<file path="src/rtl/casx_pkg.sv">
package casx_pkg;
  localparam int unsigned EXT_W = 8;
  typedef logic [EXT_W-1:0] ext_t;
endpackage

</file>
<file path="src/rtl/casx_counter.sv">
module casx_counter #(
  parameter int unsigned W = casx_pkg::EXT_W
) (
  input  logic         clk,
  input  logic         rst,
  input  logic         step,
  input  logic         up,
  output logic [W-1:0] count
);
  localparam logic [W-1:0] UNIT = {{(W-1){1'b0}}, 1'b1};

  logic [W-1:0] count_q;

  always_ff @(posedge clk) begin
    if (rst)       count_q <= '0;
    else if (step) count_q <= up ? count_q + UNIT : count_q - UNIT;
  end

  assign count = count_q;
endmodule

</file>
<file path="src/rtl/casx_snap.sv">
module casx_snap #(
  parameter int unsigned W = casx_pkg::EXT_W
) (
  input  logic         clk,
  input  logic         rst,
  input  logic         select_n,
  input  logic         oe_n,
  input  logic [W-1:0] live,
  output logic [W-1:0] snap,
  output logic         take,
  output logic         frozen
);
  logic [W-1:0] snap_q;
  logic         frozen_q;
  logic         reading;

  assign reading = !select_n && !oe_n;
  assign take    = reading && !frozen_q;

  always_ff @(posedge clk) begin
    if (rst) begin
      snap_q   <= '0;
      frozen_q <= 1'b0;
    end else begin
      if (take) snap_q <= live;
      if (oe_n)      frozen_q <= 1'b0;
      else if (take) frozen_q <= 1'b1;
    end
  end

  assign snap   = snap_q;
  assign frozen = frozen_q;
endmodule

</file>
<file path="src/rtl/casx_outmux.sv">
module casx_outmux #(
  parameter int unsigned W = casx_pkg::EXT_W
) (
  input  logic         select_n,
  input  logic         oe_n,
  input  logic [W-1:0] snap,
  output logic [W-1:0] bus
);
  always_comb begin
    bus = '0;
    if (!select_n && !oe_n) bus = snap;
  end
endmodule

</file>
<file path="src/rtl/casx_extend.sv">
module casx_extend (
  input  logic       clk,
  input  logic       rst,
  input  logic       casc_pulse,
  input  logic       count_up,
  input  logic       select_n,
  input  logic       oe_n,
  output logic [7:0] rd_data
);
  import casx_pkg::*;

  ext_t live_cnt;
  ext_t snap_val;
  logic snap_take;
  logic snap_frozen;

  casx_counter #(.W(EXT_W)) u_counter (
    .clk(clk), .rst(rst), .step(casc_pulse), .up(count_up), .count(live_cnt)
  );

  casx_snap #(.W(EXT_W)) u_snap (
    .clk(clk), .rst(rst), .select_n(select_n), .oe_n(oe_n), .live(live_cnt),
    .snap(snap_val), .take(snap_take), .frozen(snap_frozen)
  );

  casx_outmux #(.W(EXT_W)) u_mux (
    .select_n(select_n), .oe_n(oe_n), .snap(snap_val), .bus(rd_data)
  );
endmodule

</file>
<file path="config.mk">
export PLATFORM = sky130hd
export DESIGN_NAME = casx_extend
export DESIGN_NICKNAME = d
export VERILOG_FILES = /design/src/rtl/casx_pkg.sv /design/src/rtl/casx_counter.sv /design/src/rtl/casx_snap.sv /design/src/rtl/casx_outmux.sv /design/src/rtl/casx_extend.sv
export SDC_FILE = /design/constraint.sdc
export NUM_CORES = 1
export LEC_CHECK = 0
export ABC_AREA = 0
export BUFFER_PORTS_ARGS = -buffer_cell sky130_fd_sc_hd__buf_2
export CORE_MARGIN = 2
export CORE_UTILIZATION = 40
export CTS_BUF_LIST = sky130_fd_sc_hd__clkbuf_4 sky130_fd_sc_hd__clkbuf_8
export CTS_CLUSTER_SIZE = 14
export DETAILED_ROUTE_END_ITERATION = 12
export RECOVER_POWER = 50
export SETUP_SLACK_MARGIN = 0.3
export SLEW_MARGIN = 20
export SYNTH_ARGS = -nofsm -noshare
export SYNTH_HDL_FRONTEND = slang
export SYNTH_SLANG_ARGS = --single-unit
</file>
<file path="constraint.sdc">
create_clock -name clk -period 1.6 [get_ports clk]
set_input_delay 0.08 -clock clk [delete_from_list [all_inputs] [get_ports clk]]
set_output_delay 0.08 -clock clk [all_outputs]
set_load 0.02 [all_outputs]
</file>
After elaboration in Yosys (flattened, before gate mapping)
Cells that the tools add are included.
{"block": "classes", "n_addsub": 2, "n_mux": 2, "reduce_logical": 6}
{"operator": "$mux W8", "n": 2}
{"operator": "$add A8 B1 Y8 const B", "n": 1}
{"operator": "$sub A8 B1 Y8 const B", "n": 1}
{"operator": "$logic_not A1 Y1", "n": 3}
{"operator": "$logic_and A1 B1 Y1", "n": 2}
{"operator": "$reduce_or A2 Y1", "n": 1}
{"block": "word_totals", "register_bits": 17, "input_bits": 6, "out_inout_bits": 8, "word_cells": 13}

Longest topological paths before layout
Gate-level depths: netlist of the first run.
{"block": "logic_depth", "word_depth": 3, "mapped_depth": 7, "ltp_nobuf": 7}

Modules after synthesis
Synthesis of the first run repeated with hierarchy kept, for this count alone.
{"block": "unflattened", "cells_unflattened": 115, "hier_area_um2": 1087.3}
{"mod": "casx_counter", "n_inst": 1, "cells_each": 65, "area_each_um2": 570.5, "seq_area_each_um2": 160.2}
{"mod": "casx_snap", "n_inst": 1, "cells_each": 40, "area_each_um2": 394.1, "seq_area_each_um2": 180.2}
{"mod": "casx_outmux", "n_inst": 1, "cells_each": 10, "area_each_um2": 122.6, "seq_area_each_um2": 0.0}

Least setup slack after synthesis of the first run
No wires, ideal clock.
{"block": "synth_timing", "path_kind": "register -> register", "from": "reg u_counter.count_q[2], in the netlist u_counter.count[2]", "to": "reg u_counter.count_q[7], in the netlist u_counter.count[7]", "setup_ns": 0.123, "arrival_time_ns": 1.501, "required_ns": 1.477, "setup_slack_ns": -0.025, "path_stages_with_launch": 7, "n_path_buf": 0, "synth_period_minus_slack_ns": 1.625, "cell_sequence": "dfxtp_1 -> ha_1 -> a21oi_2 -> nand2_2 -> a21oi_2 -> mux2i_1 -> mux2_1"}
{"block": "synth_between", "elab_chain_len": 2, "elab_cells_between_ends": 3, "cone_classes": "2 x add/sub; 1 x mux"}
{"element": "start, declared", "line_no": "casx_counter.sv:12", "rtl": "logic [W-1:0] count_q;"}
{"element": "start signal, assigned", "line_no": "casx_counter.sv:16", "rtl": "else if (step) count_q <= up ? count_q + UNIT : count_q - UNIT;"}
{"element": "$sub A8 B1 Y8 or $add A8 B1 Y8 (tied branches)", "line_no": "casx_counter.sv:16"}
{"element": "$mux W8 (*)", "line_no": "casx_counter.sv:16"}
Mark *: on every way between the ends. The rest lies on a longest branch, timed or not.
A chain may end at the register's enable or synchronous reset.

Worst setup path after layout of the first run
{"block": "layout_timing", "from": "reg u_counter.count_q[3], in the netlist u_counter.count[3]", "to": "reg u_counter.count_q[7], in the netlist u_counter.count[7]"}
The elaborated chain is that of the path after synthesis.

==> results.cfg, run 1 <==
[status]
outcome = completed

[power_and_ir_drop]
p_switching_uw = 397
intPower_uw = 861
peakVddDrop_v = 0.000431
switching_share = 0.315
p_seq_frac = 0.402
p_clk_frac = 0.195
leakage_uw = 0.000556
power_density_nw_per_um2 = 924
p_comb_frac = 0.403

[global_route]
grtUsageTotal = 0.169
first_global_vias = 765
grt_pass1_wl_um = 3350
use_met2 = 0.292
grt-ovfl-total = 0
use_met3 = 0.0171
grt_max_degree = 23
met1_usage = 0.210
top_usage_layer = met2
antenna_found_initial = 0

[worst_setup_path]
r2r_setup_slack_ns = 0.006
crit_type = reg -> reg
crit_buf_inv = 0
endpoint_kind = flip-flop
path_cells = ha_1 -> a21oi_4 -> o21ai_2 -> a21oi_2 -> mux2i_1 -> mux2_1
path_delay_family = multiplexers
cp_data_required_time_ns = 1.78
crit_slowest_cell = dfxtp_1
crit_fanout = 2
worstPathArrival_ns = 1.78
start_kind = flip-flop
cpPeakStageDelay_ns = 0.33

[final_layout]
antenna_cells = 0
area_growth_pct = 44.3
final_core_util = 0.615
fillCellCount = 198
drive_gt1_frac = 0.385
multi_input_comb_area_sq_um = 717
nNetsFinal = 149
ff_latch_area_sq_um = 349

[yosys]
dominantRegCellSynth = dfxtp_1
syn_area_per_cell_sq_um = 9.16
netlist_top_cells_area = dfxtp_1 (36%), mux2i_1 (13%), ha_1 (8.0%)
synth_area_leader_cell = dfxtp_1
ys_ff_latch = 17
netlist_instances = 103
synth_top_family_by_area = simple AND/OR/NAND/NOR gates
synthAdderAreaFrac = 0.101
synth.distinct_cells = 29
synthArstFlopShare = 0
synth_top_area_share = 0.361
synth_mux_area_frac = 0.139
synthesis.area_sq_um = 943
yosys_warnings = 0
synth_compound_area_frac = 0.102
synth_fp_nets = 116
synth_xor_xnor_area_share = 0.0464
yosysSeqAreaShare = 0.361
synth_edf_count = 0
synth-simple-area-share = 0.225
netlist_top_cells_count = dfxtp_1 (17), nor2_1 (17), mux2i_1 (12)

[clocking]
cts.sinks = 17
cts_buffers = 3
root_buffer = clkbuf_4
clkSlewWorstSetupHoldPaths_ns = 0.10
clk_latency_ns = 0.28
cts_tree = built
cts_buffer_depth = 2
cts-htree-levels = 1

[timing]
fin_crit_ns = 1.59
rsz0062_at_grt = true
finClkSkew_ns = 0.00160
max_freq_mhz = 627
fin_crit_sh = 0.996
worstMarginPinSlew_ns = 0.787
hold_violations = 0
drv_slew = 0
fin_ws_ns = 0.00583
slew_headroom = 0.473
finalSetupViolCount = 0

[floorplanning]
die_w_um = 52.6
dieArea_sq_um = 2760
start_util = 0.426
core_sq_um = 2210
die_h_um = 52.6
rows = 17
ios = 14

[drt]
drt_pre_antenna_iters = 5
drc = 0
drtIter0Drc = 7
via_per_inst = 4.95
ant_nets = 0
wire_per_inst_um = 12.4
drt-total-wl_um = 2020
vias = 807

[placement]
dpl_worst_slack_ns = -0.104
routabilityCongestion = 0.861
port-buffer-count = 13
dp_hpwl_um = 1380

[min_path]
worstHoldPathType = in -> reg

[job]
drv_cap = 0
==> timing repair <==
action	4_1_cts	5_1_grt
endpoints found under the hold margin	0	1
gates resized for setup	16	8
pin swaps	13	4
buffers inserted	2	0
gates cloned	0	0
endpoints found under the setup margin	6	12
hold buffers	0	1
==> cell usage in the layout, fill, tap and decap left out, types with 2 or more instances in the layout <==
master and n:
nor2_1 17, buf_4 13, mux2i_1 12, dfxtp_1 12, clkbuf_1 9, and2_1 8, nand2_1 7, ha_4 5
clkbuf_4 4, buf_2 4, dfxtp_2 4, a21oi_2 3, buf_6 3, nand2b_1 2, a21oi_4 2, inv_1 2
xnor2_2 2, a211oi_1 2, o21ai_2 2, nor3b_1 2
==> routing by layer <==
layer  wire [um]  vias up
met1         958      367
met5           0        -
met3          48        4
li1            -      422
met4          50        0
met2         965       14
==> final timing paths <==
| kind | start | endpoint | cells after the start |
|---|---|---|---|
| max | u_counter.count[3]$_SDFFE_PP0P_ | u_counter.count[7]$_SDFFE_PP0P_ | 6 |
| min | select_n | u_snap.frozen$_SDFFE_PP0P_ | 2 |
| max reg2reg | u_counter.count[3]$_SDFFE_PP0P_ | u_counter.count[7]$_SDFFE_PP0P_ | 6 |
| min reg2reg | u_snap.frozen$_SDFFE_PP0P_ | u_snap.frozen$_SDFFE_PP0P_ | 2 |
==> flip-flops by register name, summed over array words and instances (netlist names) <==
name             count
u_counter.count      8
u_snap.snap          8
u_snap.frozen        1
==> power groups by stage <==
stage	combinational, uW	clock (uW)	sequential [uW]
after floorplan	254	0	506
after global placement	386	0	511
after detailed placement	396	0	512
after CTS	454	249	506
after global routing	559	277	512
final	507	245	506
==> per-stage QoR <==
stage / setup TNS, ns / power [uW] / cell area (sq um) / hold WS, ns / instances
2_1_floorplan: 0 / 761 / 1000 / 0.158 / 103
3_3_place_gp: -0.114 / 897 / 1210 / 0.308 / 156
3_5_place_dp: -0.155 / 908 / 1210 / 0.319 / 156
4_1_cts: 0 / 1210 / 1330 / 0.00864 / 162
5_1_grt: -0.0535 / 1350 / 1360 / -0.00556 / 163
6_report: 0 / 1260 / 1360 / 0.0142 / 163
==> layout make-up <==
cell class,count,share of cell area
inverter,3,0.0110
timing repair buffer,31,0.158
clock buffer,4,0.0221
tap,28,0.0257
multi-input combinational,80,0.527
sequential,17,0.256
==> kinds of logic (layout without fill, tap and decap cells) <==
kind of cell | after synthesis | count (layout)
AOI/OAI and AO/OA | 14 | 14
DFF | 17 | 17
adders and majority gates | 7 | 7
buffers and inverters | 6 | 38
and+or+nand+nor | 41 | 41
xor gates and xnor gates | 5 | 5
muxes | 13 | 13
Power figures use the tool's default switching activity.
==> inputs of run 2 (changes only) <==
--- a/config.mk
+++ b/config.mk
@@ -7,7 +7,6 @@
 export LEC_CHECK = 0
 export ABC_AREA = 0
 export BUFFER_PORTS_ARGS = -buffer_cell sky130_fd_sc_hd__buf_2
-export CORE_MARGIN = 2
 export CORE_UTILIZATION = 40
 export CTS_BUF_LIST = sky130_fd_sc_hd__clkbuf_4 sky130_fd_sc_hd__clkbuf_8
 export CTS_CLUSTER_SIZE = 14
==> results.cfg, run 2 (synthesized netlist as in run 1, its figures left out) <==
[status]
outcome = completed

[clocking]
postCtsHoldBufs = 0
clk_latency_ns = 0.28
root_buffer = clkbuf_4
cts-htree-levels = 1
cts_buffer_depth = 2
clkSlewWorstSetupHoldPaths_ns = 0.10
cts.sinks = 17
cts_buffers = 3
cts_tree = built

[final_layout]
design_area_sq_um = 1270
layout.cells.non_filler = 160
antenna_cells = 0
fillCellCount = 210
final_core_util = 0.573
nNetsFinal = 146
final_common_cell = nor2_1
drive_gt1_frac = 0.333
layout.cells.most_common_list = nor2_1 (17), buf_4 (13), mux2i_1 (12), dfxtp_1 (12), clkbuf_1 (9)
area_growth_pct = 34.4

[global_route]
antenna_found_initial = 0
grt_max_degree = 23
first_global_vias = 686
grt_pass1_wl_um = 3150
grt-ovfl-total = 0
grtUsageTotal = 0.167

[drt]
drtIter0Drc = 5
wire_per_inst_um = 11.7
via_per_inst = 4.84
ant_nets = 0
drc = 0
drt_pre_antenna_iters = 2
vias = 775
drt-total-wl_um = 1880

[worst_setup_path]
crit_fanout = 3
worstPathArrival_ns = 1.75
path_cells = ha_1 -> a21oi_2 -> o21ai_1 -> a21oi_2 -> mux2i_1 -> mux2_1
start_kind = flip-flop
cpPeakStageDelay_ns = 0.35
crit_type = reg -> reg
endpoint_kind = flip-flop
crit_top_cell = a21oi_2
crit_buf_inv = 0
path_delay_family = multiplexers
cp_data_required_time_ns = 1.78
crit_slowest_cell = dfxtp_2

[floorplanning]
die_w_um = 50.6
die_h_um = 50.6
start_util = 0.426
core_sq_um = 2210
dieArea_sq_um = 2560
rows = 17
ios = 14

[power_and_ir_drop]
peakVddDrop_v = 0.000440
power_density_nw_per_um2 = 919
switching_share = 0.307
p_switching_uw = 358
leakage_uw = 0.000520
fin_total_pwr_uw = 1160
p_comb_frac = 0.357
p_seq_frac = 0.436
p_clk_frac = 0.207
intPower_uw = 807

[placement]
dp_hpwl_um = 1360
routabilityCongestion = 0.809
port-buffer-count = 13
dpl_cell_area_sq_um = 1200
dpl.cell_count = 154

[timing]
drv_slew = 0
hold_violations = 0
worstMarginPinSlew_ns = 0.508
setup_tns_ns = 0
fin_crit_ns = 1.57
rsz0062_at_grt = true
max_freq_mhz = 636
finClkSkew_ns = 0.00139
finalSetupViolCount = 0
fin_crit_sh = 0.982
slew_headroom = 0.661

[min_path]
worstHoldPathType = in -> reg

[job]
drv_cap = 0
## run 2: changes by cell type in the layout (fill, tap and decap cells not counted), moves of 2 or more
cell,previous run,this run
buf_6,3,0
a21oi_4,2,0
xnor2_2,2,0
xnor2_1,1,3
## run 2: final cells by class
cell class              count  area [sq um]  area share
inverters                   3          15.0      0.0118
clock buffers               4          30.0      0.0237
flip-flops and latches     17           352       0.277
well taps                  28          35.0      0.0276
repair buffers             28           176       0.139
multi-input cells          80           659       0.520
## run 2: through the flow
| stage | hold WS, ns | setup WS, ns |
|---|---|---|
| 6_report | 0.0209 | 0.0280 |
| 5_1_grt | 0.0252 | -0.0537 |
| 4_1_cts | 0.0130 | 0.0263 |
| 3_5_place_dp | 0.318 | -0.0904 |
| 3_3_place_gp | 0.308 | -0.0545 |
| 2_1_floorplan | 0.158 | 0.0297 |
## run 2: metal layers
metal  share of wire  track usage  vias up
li1                -            -      412
met1            0.51        0.222      349
met2            0.45        0.267       12
met3           0.026       0.0273        2
met4           0.013       0.0694        0
met5               0            0        -
## run 2: final timing paths
| kind | start | end | slack, ns | cells past startpoint |
|---|---|---|---|---|
| min | oe_n | u_snap.frozen$_SDFFE_PP0P_ | 0.02 | 2 |
| min reg2reg | u_snap.snap[5]$_SDFFE_PP0P_ | u_snap.snap[5]$_SDFFE_PP0P_ | 0.50 | 2 |
| max | u_counter.count[3]$_SDFFE_PP0P_ | u_counter.count[7]$_SDFFE_PP0P_ | 0.03 | 6 |
| max reg2reg | u_counter.count[3]$_SDFFE_PP0P_ | u_counter.count[7]$_SDFFE_PP0P_ | 0.03 | 6 |
## run 2: power groups by stage
stage	logic [uW]	clock network (uW)	registers, uW
2_1_floorplan	254	0	506
3_3_place_gp	370	0	514
3_5_place_dp	379	0	517
4_1_cts	411	250	509
5_1_grt	462	265	514
6_report	415	241	508
## run 2: what timing repair did
action | CTS | global route
setup endpoints to repair | 5 | 13
buffers inserted | 2 | 0
gates resized for setup | 9 | 3
pin swaps | 5 | 7
## run 2: worst register-to-register path: cells and delay by family (launching register included)
family | cells | cell delay, ns
AO/OA/AOI/OAI | 3 | 0.37
flip-flops | 1 | 0.35
adder cells (fa/ha/maj) | 1 | 0.22
multiplexers | 2 | 0.53
